[src/rtl/hyb_fa_pkg.sv]
package hyb_fa_pkg;
  localparam int unsigned CODE_W = 4;
  localparam int unsigned IDX_KILL = 0;
  localparam int unsigned IDX_PROP_LO = 1;
  localparam int unsigned IDX_PROP_HI = 2;
  localparam int unsigned IDX_GEN = 3;

  typedef logic [CODE_W-1:0] quad_t;

  typedef struct packed {
    logic t;
    logic f;
  } rail_t;
endpackage

[src/rtl/hyb_celem.sv]
module hyb_celem #(
  parameter int unsigned LANES = 1
) (
  input  logic             clk,
  input  logic             rst_n,
  input  logic [LANES-1:0] x,
  input  logic [LANES-1:0] y,
  output logic [LANES-1:0] z
);
  logic [LANES-1:0] keep_q;

  for (genvar i = 0; i < LANES; i++) begin : g_lane
    assign z[i] = (x[i] & y[i]) | (keep_q[i] & (x[i] | y[i]));

    always_ff @(posedge clk or negedge rst_n) begin
      if (!rst_n) keep_q[i] <= 1'b0;
      else        keep_q[i] <= z[i];
    end

    // a lane whose inputs disagree holds its previous output
    celem_hold_chk: assert property (@(posedge clk) disable iff (!rst_n)
      ((x[i] != y[i]) && $past(x[i] != y[i])) |-> (z[i] == $past(z[i])));

    // a lane with both inputs low is low
    celem_clear_chk: assert property (@(posedge clk) disable iff (!rst_n)
      (!x[i] && !y[i]) |-> !z[i]);
  end
endmodule

[src/rtl/hyb_enc.sv]
module hyb_enc
  import hyb_fa_pkg::*;
(
  input  logic  clk,
  input  logic  rst_n,
  input  rail_t opa,
  input  rail_t opb,
  output quad_t code
);
  quad_t lhs, rhs;

  always_comb begin
    lhs[IDX_KILL]    = opa.f;  rhs[IDX_KILL]    = opb.f;
    lhs[IDX_PROP_LO] = opa.f;  rhs[IDX_PROP_LO] = opb.t;
    lhs[IDX_PROP_HI] = opa.t;  rhs[IDX_PROP_HI] = opb.f;
    lhs[IDX_GEN]     = opa.t;  rhs[IDX_GEN]     = opb.t;
  end

  hyb_celem #(.LANES(CODE_W)) u_pair (
    .clk  (clk),
    .rst_n(rst_n),
    .x    (lhs),
    .y    (rhs),
    .z    (code)
  );

  // one operand still at the spacer never raises a fresh code line
  enc_no_early_chk: assert property (@(posedge clk) disable iff (!rst_n)
    (((!opa.t && !opa.f) || (!opb.t && !opb.f)) && ($past(code) == '0)) |-> (code == '0));
endmodule

[src/rtl/hyb_core.sv]
module hyb_core
  import hyb_fa_pkg::*;
(
  input  logic  clk,
  input  logic  rst_n,
  input  quad_t code,
  input  rail_t cin,
  output rail_t sum,
  output rail_t cout
);
  logic kg, prop, any;
  logic pre_t, pre_f;
  logic [1:0] sum_pair;

  always_comb begin
    kg    = code[IDX_KILL] | code[IDX_GEN];
    prop  = code[IDX_PROP_LO] | code[IDX_PROP_HI];
    any   = kg | prop;
    pre_t = (prop & cin.f) | (kg & cin.t);
    pre_f = (prop & cin.t) | (kg & cin.f);
    cout.t = (prop & cin.t) | code[IDX_GEN];
    cout.f = (prop & cin.f) | code[IDX_KILL];
  end

  hyb_celem #(.LANES(2)) u_sum (
    .clk  (clk),
    .rst_n(rst_n),
    .x    ({pre_t, pre_f}),
    .y    ({any, any}),
    .z    (sum_pair)
  );

  assign sum.t = sum_pair[1];
  assign sum.f = sum_pair[0];


  sum_onehot_chk: assert property (@(posedge clk) disable iff (!rst_n)
    $onehot0({sum.t, sum.f}));

  cout_onehot_chk: assert property (@(posedge clk) disable iff (!rst_n)
    $onehot0({cout.t, cout.f}));

  gen_early_chk: assert property (@(posedge clk) disable iff (!rst_n)
    code[IDX_GEN] |-> (cout.t && !cout.f));

  kill_early_chk: assert property (@(posedge clk) disable iff (!rst_n)
    code[IDX_KILL] |-> (cout.f && !cout.t));

  early_reset_chk: assert property (@(posedge clk) disable iff (!rst_n)
    (code == '0) |-> (!sum.t && !sum.f && !cout.t && !cout.f));

  prop_wait_chk: assert property (@(posedge clk) disable iff (!rst_n)
    ((code[IDX_PROP_LO] || code[IDX_PROP_HI]) && !cin.t && !cin.f) |-> (!cout.t && !cout.f));
endmodule

[src/rtl/hyb_fa.sv]
module hyb_fa
  import hyb_fa_pkg::*;
(
  input  logic clk,
  input  logic rst_n,
  input  logic a_t,
  input  logic a_f,
  input  logic b_t,
  input  logic b_f,
  input  logic cin_t,
  input  logic cin_f,
  output logic sum_t,
  output logic sum_f,
  output logic cout_t,
  output logic cout_f
);
  quad_t code;
  rail_t opa, opb, cin, sum, cout;

  assign opa = '{t: a_t, f: a_f};
  assign opb = '{t: b_t, f: b_f};
  assign cin = '{t: cin_t, f: cin_f};

  hyb_enc u_enc (
    .clk  (clk),
    .rst_n(rst_n),
    .opa  (opa),
    .opb  (opb),
    .code (code)
  );

  hyb_core u_core (
    .clk  (clk),
    .rst_n(rst_n),
    .code (code),
    .cin  (cin),
    .sum  (sum),
    .cout (cout)
  );

  assign sum_t  = sum.t;
  assign sum_f  = sum.f;
  assign cout_t = cout.t;
  assign cout_f = cout.f;

  // both operand pairs at the spacer force spacer outputs
  top_spacer_chk: assert property (@(posedge clk) disable iff (!rst_n)
    (!a_t && !a_f && !b_t && !b_f) |-> (!sum_t && !sum_f && !cout_t && !cout_f));
endmodule

[config.mk]
export PLATFORM = sky130hd
export DESIGN_NAME = hyb_fa
export DESIGN_NICKNAME = d
export VERILOG_FILES = /design/src/rtl/hyb_fa_pkg.sv /design/src/rtl/hyb_celem.sv /design/src/rtl/hyb_enc.sv /design/src/rtl/hyb_core.sv /design/src/rtl/hyb_fa.sv
export SDC_FILE = /design/constraint.sdc
export NUM_CORES = 1
export LEC_CHECK = 0
export ABC_CLOCK_PERIOD_IN_PS = 2000
export BUFFER_PORTS_ARGS = -buffer_cell sky130_fd_sc_hd__buf_2
export CORE_AREA = 2 2 39 41
export CTS_BUF_LIST = sky130_fd_sc_hd__clkbuf_8
export CTS_CLUSTER_SIZE = 8
export DETAILED_ROUTE_END_ITERATION = 10
export DIE_AREA = 0 0 41 43
export GPL_TIMING_DRIVEN = 0
export HOLD_SLACK_MARGIN = 0.1
export SKIP_CTS_REPAIR_TIMING = 1
export SLEW_MARGIN = 20
export SYNTH_ARGS = -nofsm -noshare
export SYNTH_HDL_FRONTEND = slang
export SYNTH_SLANG_ARGS = --single-unit
[constraint.sdc]
create_clock -name clk -period 2 [get_ports clk]
set_input_delay 0.5 -clock clk [delete_from_list [all_inputs] [get_ports clk]]
set_output_delay 0.5 -clock clk [all_outputs]
set_load 0.005 [all_outputs]
# --- Yosys cells after proc, flatten, opt, wreduce, memory -nomap -nowiden ---
# Cells that the tools add are included.
word_totals:
  regBits: 6
  input_bits: 8
  elab_cells: 41
op_classes:
  bitwise_logic: 35
ops:
  columns: ["op", "n"]
  rows:
  - ["1-bit bitwise OR", 19]
  - ["1-bit AND", 16]

# --- Longest topological paths before layout ---
# Gate-level depths: netlist of the first run.
logic_depth:
  word_depth: 9
  ltp_mapped: 3
  mapped_depth_nobuf: 3

# --- Modules after synthesis ---
# A second synthesis of the first run with hierarchy kept.
hier_totals:
  hier_cells: 21
  hier_area_um2: 265.3
by_module_without_submodules:
  columns: ["mod", "instances", "cells_per_inst", "area_per_inst_um2", "seq_area_each_um2"]
  rows:
  - ["hyb_celem (u_enc.u_pair)", 1, 8, 145.1, 100.1]
  - ["hyb_celem (u_core.u_sum)", 1, 4, 72.6, 50.0]
  - ["hyb_core", 1, 9, 47.5, 0.0]

# --- Least setup slack after synthesis of the first run ---
# Ideal clock, no wire load.
synth_timing:
  kind: "input to output"
  startpoint: "in a_t"
  endpoint: "out sum_f"
  arrival_time_ns: 1.668
  t_required_ns: 1.500
  slack_ns: -0.168
  cell_stages: 3
  n_path_buf: 0
  path_cell_list: "maj3_2 -> or4_1 -> a221o_1"
synth_between:
  elab_chain_cells: 9
synth_lines:
  columns: ["item", "line", "text"]
  rows:
  - ["from (decl)", "hyb_fa.sv:6", "input logic a_t,"]
  - ["1-bit bitwise OR", "hyb_celem.sv:13", "assign z[i] = (x[i] & y[i]) | (keep_q[i] & (x[i] | y[i]));"]
  - ["1-bit AND", "hyb_celem.sv:13", null]
  - ["1-bit bitwise OR", "hyb_celem.sv:13", null]
  - ["1-bit bitwise OR, on equally long branches", "hyb_core.sv:17, hyb_core.sv:16", null]
  - ["1-bit AND", "hyb_core.sv:20", "pre_f = (prop & cin.t) | (kg & cin.f);"]
  - ["1-bit bitwise OR", "hyb_core.sv:20", null]
  - ["1-bit bitwise OR", "hyb_celem.sv:13", null]
  - ["1-bit AND", "hyb_celem.sv:13", null]
  - ["1-bit bitwise OR (*)", "hyb_celem.sv:13", null]
  - ["to (decl)", "hyb_fa.sv:13", "output logic sum_f,"]
# Every way passes the cells marked *; elsewhere a longest branch is shown, timed or not.

# --- Worst setup path after layout of the first run ---
layout_timing:
  startpoint: "in a_f"
  endpoint: "out sum_t"
layout_between:
  elab_chain_cells: 9
layout_lines:
  columns: ["item", "line", "text"]
  rows:
  - ["from (decl)", "hyb_fa.sv:7", "input logic a_f,"]
  - ["1-bit bitwise OR", "hyb_celem.sv:13", null]
  - ["1-bit AND", "hyb_celem.sv:13", null]
  - ["1-bit bitwise OR (*)", "hyb_celem.sv:13", null]
  - ["via code[1]", "hyb_fa.sv:17", "quad_t code;"]
  - ["1-bit bitwise OR (*)", "hyb_core.sv:17", "prop = code[IDX_PROP_LO] | code[IDX_PROP_HI];"]
  - ["1-bit AND", "hyb_core.sv:19", "pre_t = (prop & cin.f) | (kg & cin.t);"]
  - ["1-bit bitwise OR", "hyb_core.sv:19", null]
  - ["1-bit bitwise OR", "hyb_celem.sv:13", null]
  - ["1-bit AND", "hyb_celem.sv:13", null]
  - ["1-bit bitwise OR (*)", "hyb_celem.sv:13", null]
  - ["to (decl)", "hyb_fa.sv:12", "output logic sum_t,"]
# The timed path passes the listed nets; every way through them passes the cells marked *.

==> results of run 1 <==
==> kinds of logic (layout without fill, tap and decap cells) <==
| family | after synthesis | count (layout) | synth area share (%) |
|---|---|---|---|
| flops | 6 | 6 | 58.82 |
| fa+ha+maj | 4 | 4 | 17.16 |
| compound gates | 4 | 4 | 13.72 |
| simple gates | 4 | 4 | 10.30 |
| buf+inv | 0 | 15 | 0 |
==> final timing paths <==
kind / from / endpoint / slack [ns] / depth (start not counted)
max: a_f / sum_t / -0.45 / 5
min: rst_n / u_enc.u_pair.keep_q[1]$_DFF_PN0_ / 0.09 / 1
max reg2reg: u_enc.u_pair.keep_q[1]$_DFF_PN0_ / u_core.u_sum.keep_q[1]$_DFF_PN0_ / 0.28 / 3
min reg2reg: u_core.u_sum.keep_q[1]$_DFF_PN0_ / u_core.u_sum.keep_q[1]$_DFF_PN0_ / 0.50 / 1
max in group asynchronous: rst_n / u_enc.u_pair.keep_q[0]$_DFF_PN0_ / 1.76 / 1
min in group clk: u_core.u_sum.keep_q[1]$_DFF_PN0_ / u_core.u_sum.keep_q[1]$_DFF_PN0_ / 0.50 / 1
==> Yosys cell counts <==
cell type and count:
a221o_1 2, dfrtp_1 6, maj3_1 1, maj3_2 3, o21a_1 2, or2_1 1
or2_2 2, or4_1 1
==> worst max-delay path, stage by stage <==
cell and delay, ns:
buf_6 0.09, maj3_2 0.33, or4_4 0.55, a221o_1 0.35
buf_2 0.13
==> per-layer routing <==
metal	global-route usage, %	part of all wire [%]
met1	9.836	49
met2	8.750	36
met3	6.283	14
met4	4.000	0
met5	0	0
==> metrics by stage <==
| step | std cells | TNS, ns | total power (W) |
|---|---|---|---|
| after detailed placement | 45 | -0.9363 | 0.0001836 |
| after global placement | 45 | -0.9672 | 0.0001835 |
| final | 49 | -0.9699 | 0.0003730 |
| after global routing | 49 | -1.095 | 0.0003929 |
| after CTS | 48 | -0.9720 | 0.0003688 |
| after floorplan | 18 | -0.3359 | 0.0001619 |
==> cell type report <==
type                    count  area (sq um)  area share, %
clock buffers               3         41.29          10.22
multi-input cells          12         111.4          27.55
flip-flops and latches      6         150.1          37.15
well taps                  16         20.02          4.954
repair buffers             12         81.33          20.12
==> power groups by stage <==
stage / Clock (W) / Combinational [W] / Sequential (W)
final: 0.000179 / 0.0000583 / 0.000135
after global routing: 0.000194 / 0.0000636 / 0.000136
after CTS: 0.000186 / 0.0000475 / 0.000135
after detailed placement: 0 / 0.0000466 / 0.000137
after global placement: 0 / 0.0000468 / 0.000137
after floorplan: 0 / 0.0000255 / 0.000136
==> state kept, by name, indices dropped and copies added, names as in the netlist <==
register / flops
u_enc.u_pair.keep_q: 4
u_core.u_sum.keep_q: 2
==> impl_metrics.json, run 1 <==
{
  "cp.arrival_ns": 1.95,
  "clk_path_buf_depth": 2,
  "wl_per_cell_um": 11.00,
  "cap_violations": 0,
  "htreeDepth": 1,
  "finClkSkew_ns": 0.004989,
  "critPathMaxFanout": 4,
  "final_cell_area_sq_um": 404.1,
  "antenna_left": 0,
  "power.net_switching_w": 0.00007772,
  "remaining_drc_errors": 0,
  "clk_pin_slew_worst_paths_ns": 0.04,
  "yosysUniqueCellTypes": 8,
  "comb_power_share_pct": 15.6,
  "antenna_found_initial": 0,
  "ys_warn_count": 0,
  "rsz0062_at_grt": "yes",
  "synth_cells": 18,
  "path_class": "in -> out",
  "cts_tree": "yes",
  "fin_crit_sh_pct": 122.5,
  "final_util_pct": 29.20,
  "p_int_w": 0.0002953,
  "grt_pass1_vias": 209,
  "via_per_inst": 4.082,
  "slew_viol_final": 0,
  "pwr-share-clk_pct": 48.1,
  "fillCellCount": 141,
  "layout_common_cells": "buf_2, dfrtp_1, maj3_2, clkbuf_8, buf_6",
  "synth_seq_cells": 6,
  "cts_root_buffer": "clkbuf_8",
  "power_density_nw_per_um2": 923.0,
  "status": "finished with violations",
  "cts_buffers": 3,
  "core_area_sq_um": 1384,
  "track_usage_pct": 7.677,
  "pre_cts_slack_ns": -0.4489,
  "switching_share_pct": 20.84,
  "drive_above_1_share_pct": 63.64,
  "synthTopCellsByArea": "dfrtp_1, maj3_2, a221o_1, o21a_1, or2_2",
  "fmax_mhz": 408.1,
  "grt_max_degree": 7,
  "final_nets": 43,
  "area_growth_syn_to_layout_pct": 58.33,
  "clk-insertion-delay-late_ns": 0.22,
  "dr.first_iter.drc_count": 5,
  "postSynthAreaPerCell_sq_um": 14.18,
  "final_common_cell": "buf_2",
  "yosysSeqAreaShare_pct": 58.82,
  "n_antenna_cell": 0,
  "setup_ws_ns": -0.4506,
  "postPlaceCellArea_sq_um": 330.3,
  "cts_sinks": 6,
  "dieArea_sq_um": 1763,
  "start_util_pct": 18.44,
  "holdWs_ns": 0.09421,
  "die_width_um": 41,
  "ir_drop_uv": 429.8,
  "die_height_um": 43,
  "leakage_nw": 0.1672,
  "period_needed_ns": 2.451,
  "grt_pass1_wl_um": 841,
  "yosys.area.top_type": "dfrtp_1",
  "first_pass_iters": 2,
  "tightest_slew_ns": 0.1413,
  "drt_wl_total_um": 539,
  "num_rows": 14,
  "cp.required_ns": 1.50,
  "start_kind": "input pin",
  "netlist_area_sq_um": 255.2,
  "hp-class": "in -> async",
  "syn-num-nets": 26,
  "seqPwrFrac_pct": 36.3,
  "io_buffer_count": 11,
  "vias": 200,
  "synth_top_area_share_pct": 58.82,
  "hold_viol": 0,
  "cp-end-kind": "output pin",
  "routabilityCongestion": 0.7291,
  "finalSetupViolations": 3,
  "relSlewSlack_pct": 90.58,
  "violations": "negative setup slack",
  "boundaryPins": 12,
  "grt_overflow": 0
}
(Power assumes the default switching activity.)
==> run 2: changes to the inputs <==
--- a/config.mk
+++ b/config.mk
@@ -14,6 +14,7 @@
 export DIE_AREA = 0 0 41 43
 export GPL_TIMING_DRIVEN = 0
 export HOLD_SLACK_MARGIN = 0.1
+export RECOVER_POWER = 25
 export SKIP_CTS_REPAIR_TIMING = 1
 export SLEW_MARGIN = 20
 export SYNTH_ARGS = -nofsm -noshare
==> impl_metrics.json, run 2 (synthesis gave the netlist of run 1 again) <==
{
  "first_pass_iters": 2,
  "remaining_drc_errors": 0,
  "final_util_pct": 29.11,
  "period_needed_ns": 2.451,
  "setup_ws_ns": -0.4506,
  "cp.arrival_ns": 1.95,
  "routabilityCongestion": 0.7291,
  "status": "finished with violations",
  "die_height_um": 43,
  "r2r_start": "u_enc.u_pair.keep_q[1]$_DFF_PN0_",
  "path_cells": "buf_6 > maj3_2 > or4_4 > a221o_1 > buf_2",
  "grt_overflow": 0,
  "violations": "negative setup slack",
  "antenna_left": 0,
  "path_class": "in -> out",
  "track_usage_pct": 7.677,
  "vias": 200,
  "worstReg2RegEnd": "u_core.u_sum.keep_q[1]$_DFF_PN0_",
  "num_rows": 14,
  "rsz0062_at_grt": "yes",
  "grt_max_degree": 7,
  "cts_sinks": 6,
  "cp-end-kind": "output pin",
  "crit_slowest_cell": "or4_4",
  "cp.required_ns": 1.50,
  "die_width_um": 41,
  "cts_root_buffer": "clkbuf_8",
  "pre_cts_slack_ns": -0.4489,
  "slew_viol_final": 0,
  "n_antenna_cell": 0,
  "top_register": "u_enc.u_pair.keep_q",
  "critPathMaxFanout": 4,
  "finalSetupViolations": 3,
  "clk-insertion-delay-late_ns": 0.22,
  "largestRegisters": "u_enc.u_pair.keep_q x4, u_core.u_sum.keep_q x2",
  "globalRoute.busiestLayer": "met1",
  "hold_viol": 0,
  "power_density_nw_per_um2": 925.1,
  "drive_above_1_share_pct": 60.61,
  "dr.first_iter.drc_count": 5,
  "area_growth_syn_to_layout_pct": 57.84,
  "comb_power_share_pct": 15.6,
  "clk_path_buf_depth": 2,
  "start_util_pct": 18.44,
  "hp-class": "in -> async",
  "drt_wl_total_um": 537,
  "fin_crit_sh_pct": 122.5,
  "cts_tree": "yes",
  "antenna_found_initial": 0,
  "via_per_inst": 4.082,
  "cap_violations": 0,
  "leakage_nw": 0.1644,
  "largest_reg_flops": 4,
  "grt_pass1_wl_um": 841,
  "cts_buffers": 3,
  "power.net_switching_w": 0.00007771,
  "globalRouteMet1Util_pct": 9.836,
  "grt_use_met3_pct": 6.283,
  "wl_per_cell_um": 10.96,
  "fmax_mhz": 408.1,
  "final_nets": 43,
  "htreeDepth": 1,
  "seqPwrFrac_pct": 36.3,
  "final_common_cell": "buf_2",
  "r2r_setup_slack_ns": 0.28,
  "tightest_slew_ns": 0.3263,
  "clk_pin_slew_worst_paths_ns": 0.04,
  "pwr-share-clk_pct": 48.1,
  "crit_path_max_incr_delay_ns": 0.55,
  "reg2reg_depth": 3,
  "dieArea_sq_um": 1763,
  "p_total_w": 0.0003727,
  "start_kind": "input pin",
  "core_area_sq_um": 1384,
  "grt_pass1_vias": 209,
  "ir_drop_uv": 429.8,
  "finClkSkew_ns": 0.004989,
  "relSlewSlack_pct": 78.25,
  "grt.met2_usage_pct": 8.750,
  "fillCellCount": 142,
  "boundaryPins": 12,
  "io_buffer_count": 11,
  "layout_common_cells": "buf_2, dfrtp_1, maj3_2, clkbuf_8, buf_6",
  "p_int_w": 0.0002950,
  "switching_share_pct": 20.85
}
==> run 2: power by group through the flow <==
stage | clock network (W) | logic (W) | registers [W]
after floorplan | 0 | 0.0000255 | 0.000136
after global placement | 0 | 0.0000468 | 0.000137
after detailed placement | 0 | 0.0000466 | 0.000137
after CTS | 0.000186 | 0.0000475 | 0.000135
after global routing | 0.000194 | 0.0000633 | 0.000136
final | 0.000179 | 0.0000580 | 0.000135
==> run 2: worst max path at each step <==
stage	slack, ns	depth (start not counted)	to	startpoint
after floorplan	-0.17	3	sum_f	a_t
after global placement	-0.46	5	sum_f	a_t
after detailed placement	-0.45	5	sum_t	a_t
after CTS	-0.46	5	sum_f	a_t
after global routing	-0.49	4	sum_t	u_enc.u_pair.keep_q[1]$_DFF_PN0_
final	-0.45	5	sum_t	a_f
==> run 2: metrics by stage <==
stage                     instance area, sq um  setup TNS [ns]  hold WS [ns]  cells
after floorplan                          255.2         -0.3359        0.2044     18
after global placement                   330.3         -0.9672        0.3297     45
after detailed placement                 330.3         -0.9363        0.3309     45
after CTS                                371.6         -0.9720       0.09393     48
after global routing                     402.9          -1.095        0.1800     49
final                                    402.9         -0.9699        0.1451     49
==> run 2: per-layer routing <==
layer | part of all wire, % | up-vias | wire length (um)
li1 | - | 99 | -
met1 | 49 | 85 | 265
met2 | 36 | 16 | 196
met3 | 14 | 0 | 76
met4 | 0 | 0 | 0
met5 | 0 | - | 0
==> run 2: area by class of cell <==
type | count | area [sq um] | area share (%)
sequential | 6 | 150.1 | 37.27
clock buffer | 3 | 41.29 | 10.25
tap | 16 | 20.02 | 4.969
timing repair buffer | 12 | 80.08 | 19.88
multi-input combinational | 12 | 111.4 | 27.64
==> run 2: worst max-delay path: cells and delay by family <==
kind	cells	cell delay [ns]
compound gates	1	0.35
fa+ha+maj	1	0.33
buf+inv	2	0.22
simple gates	1	0.55
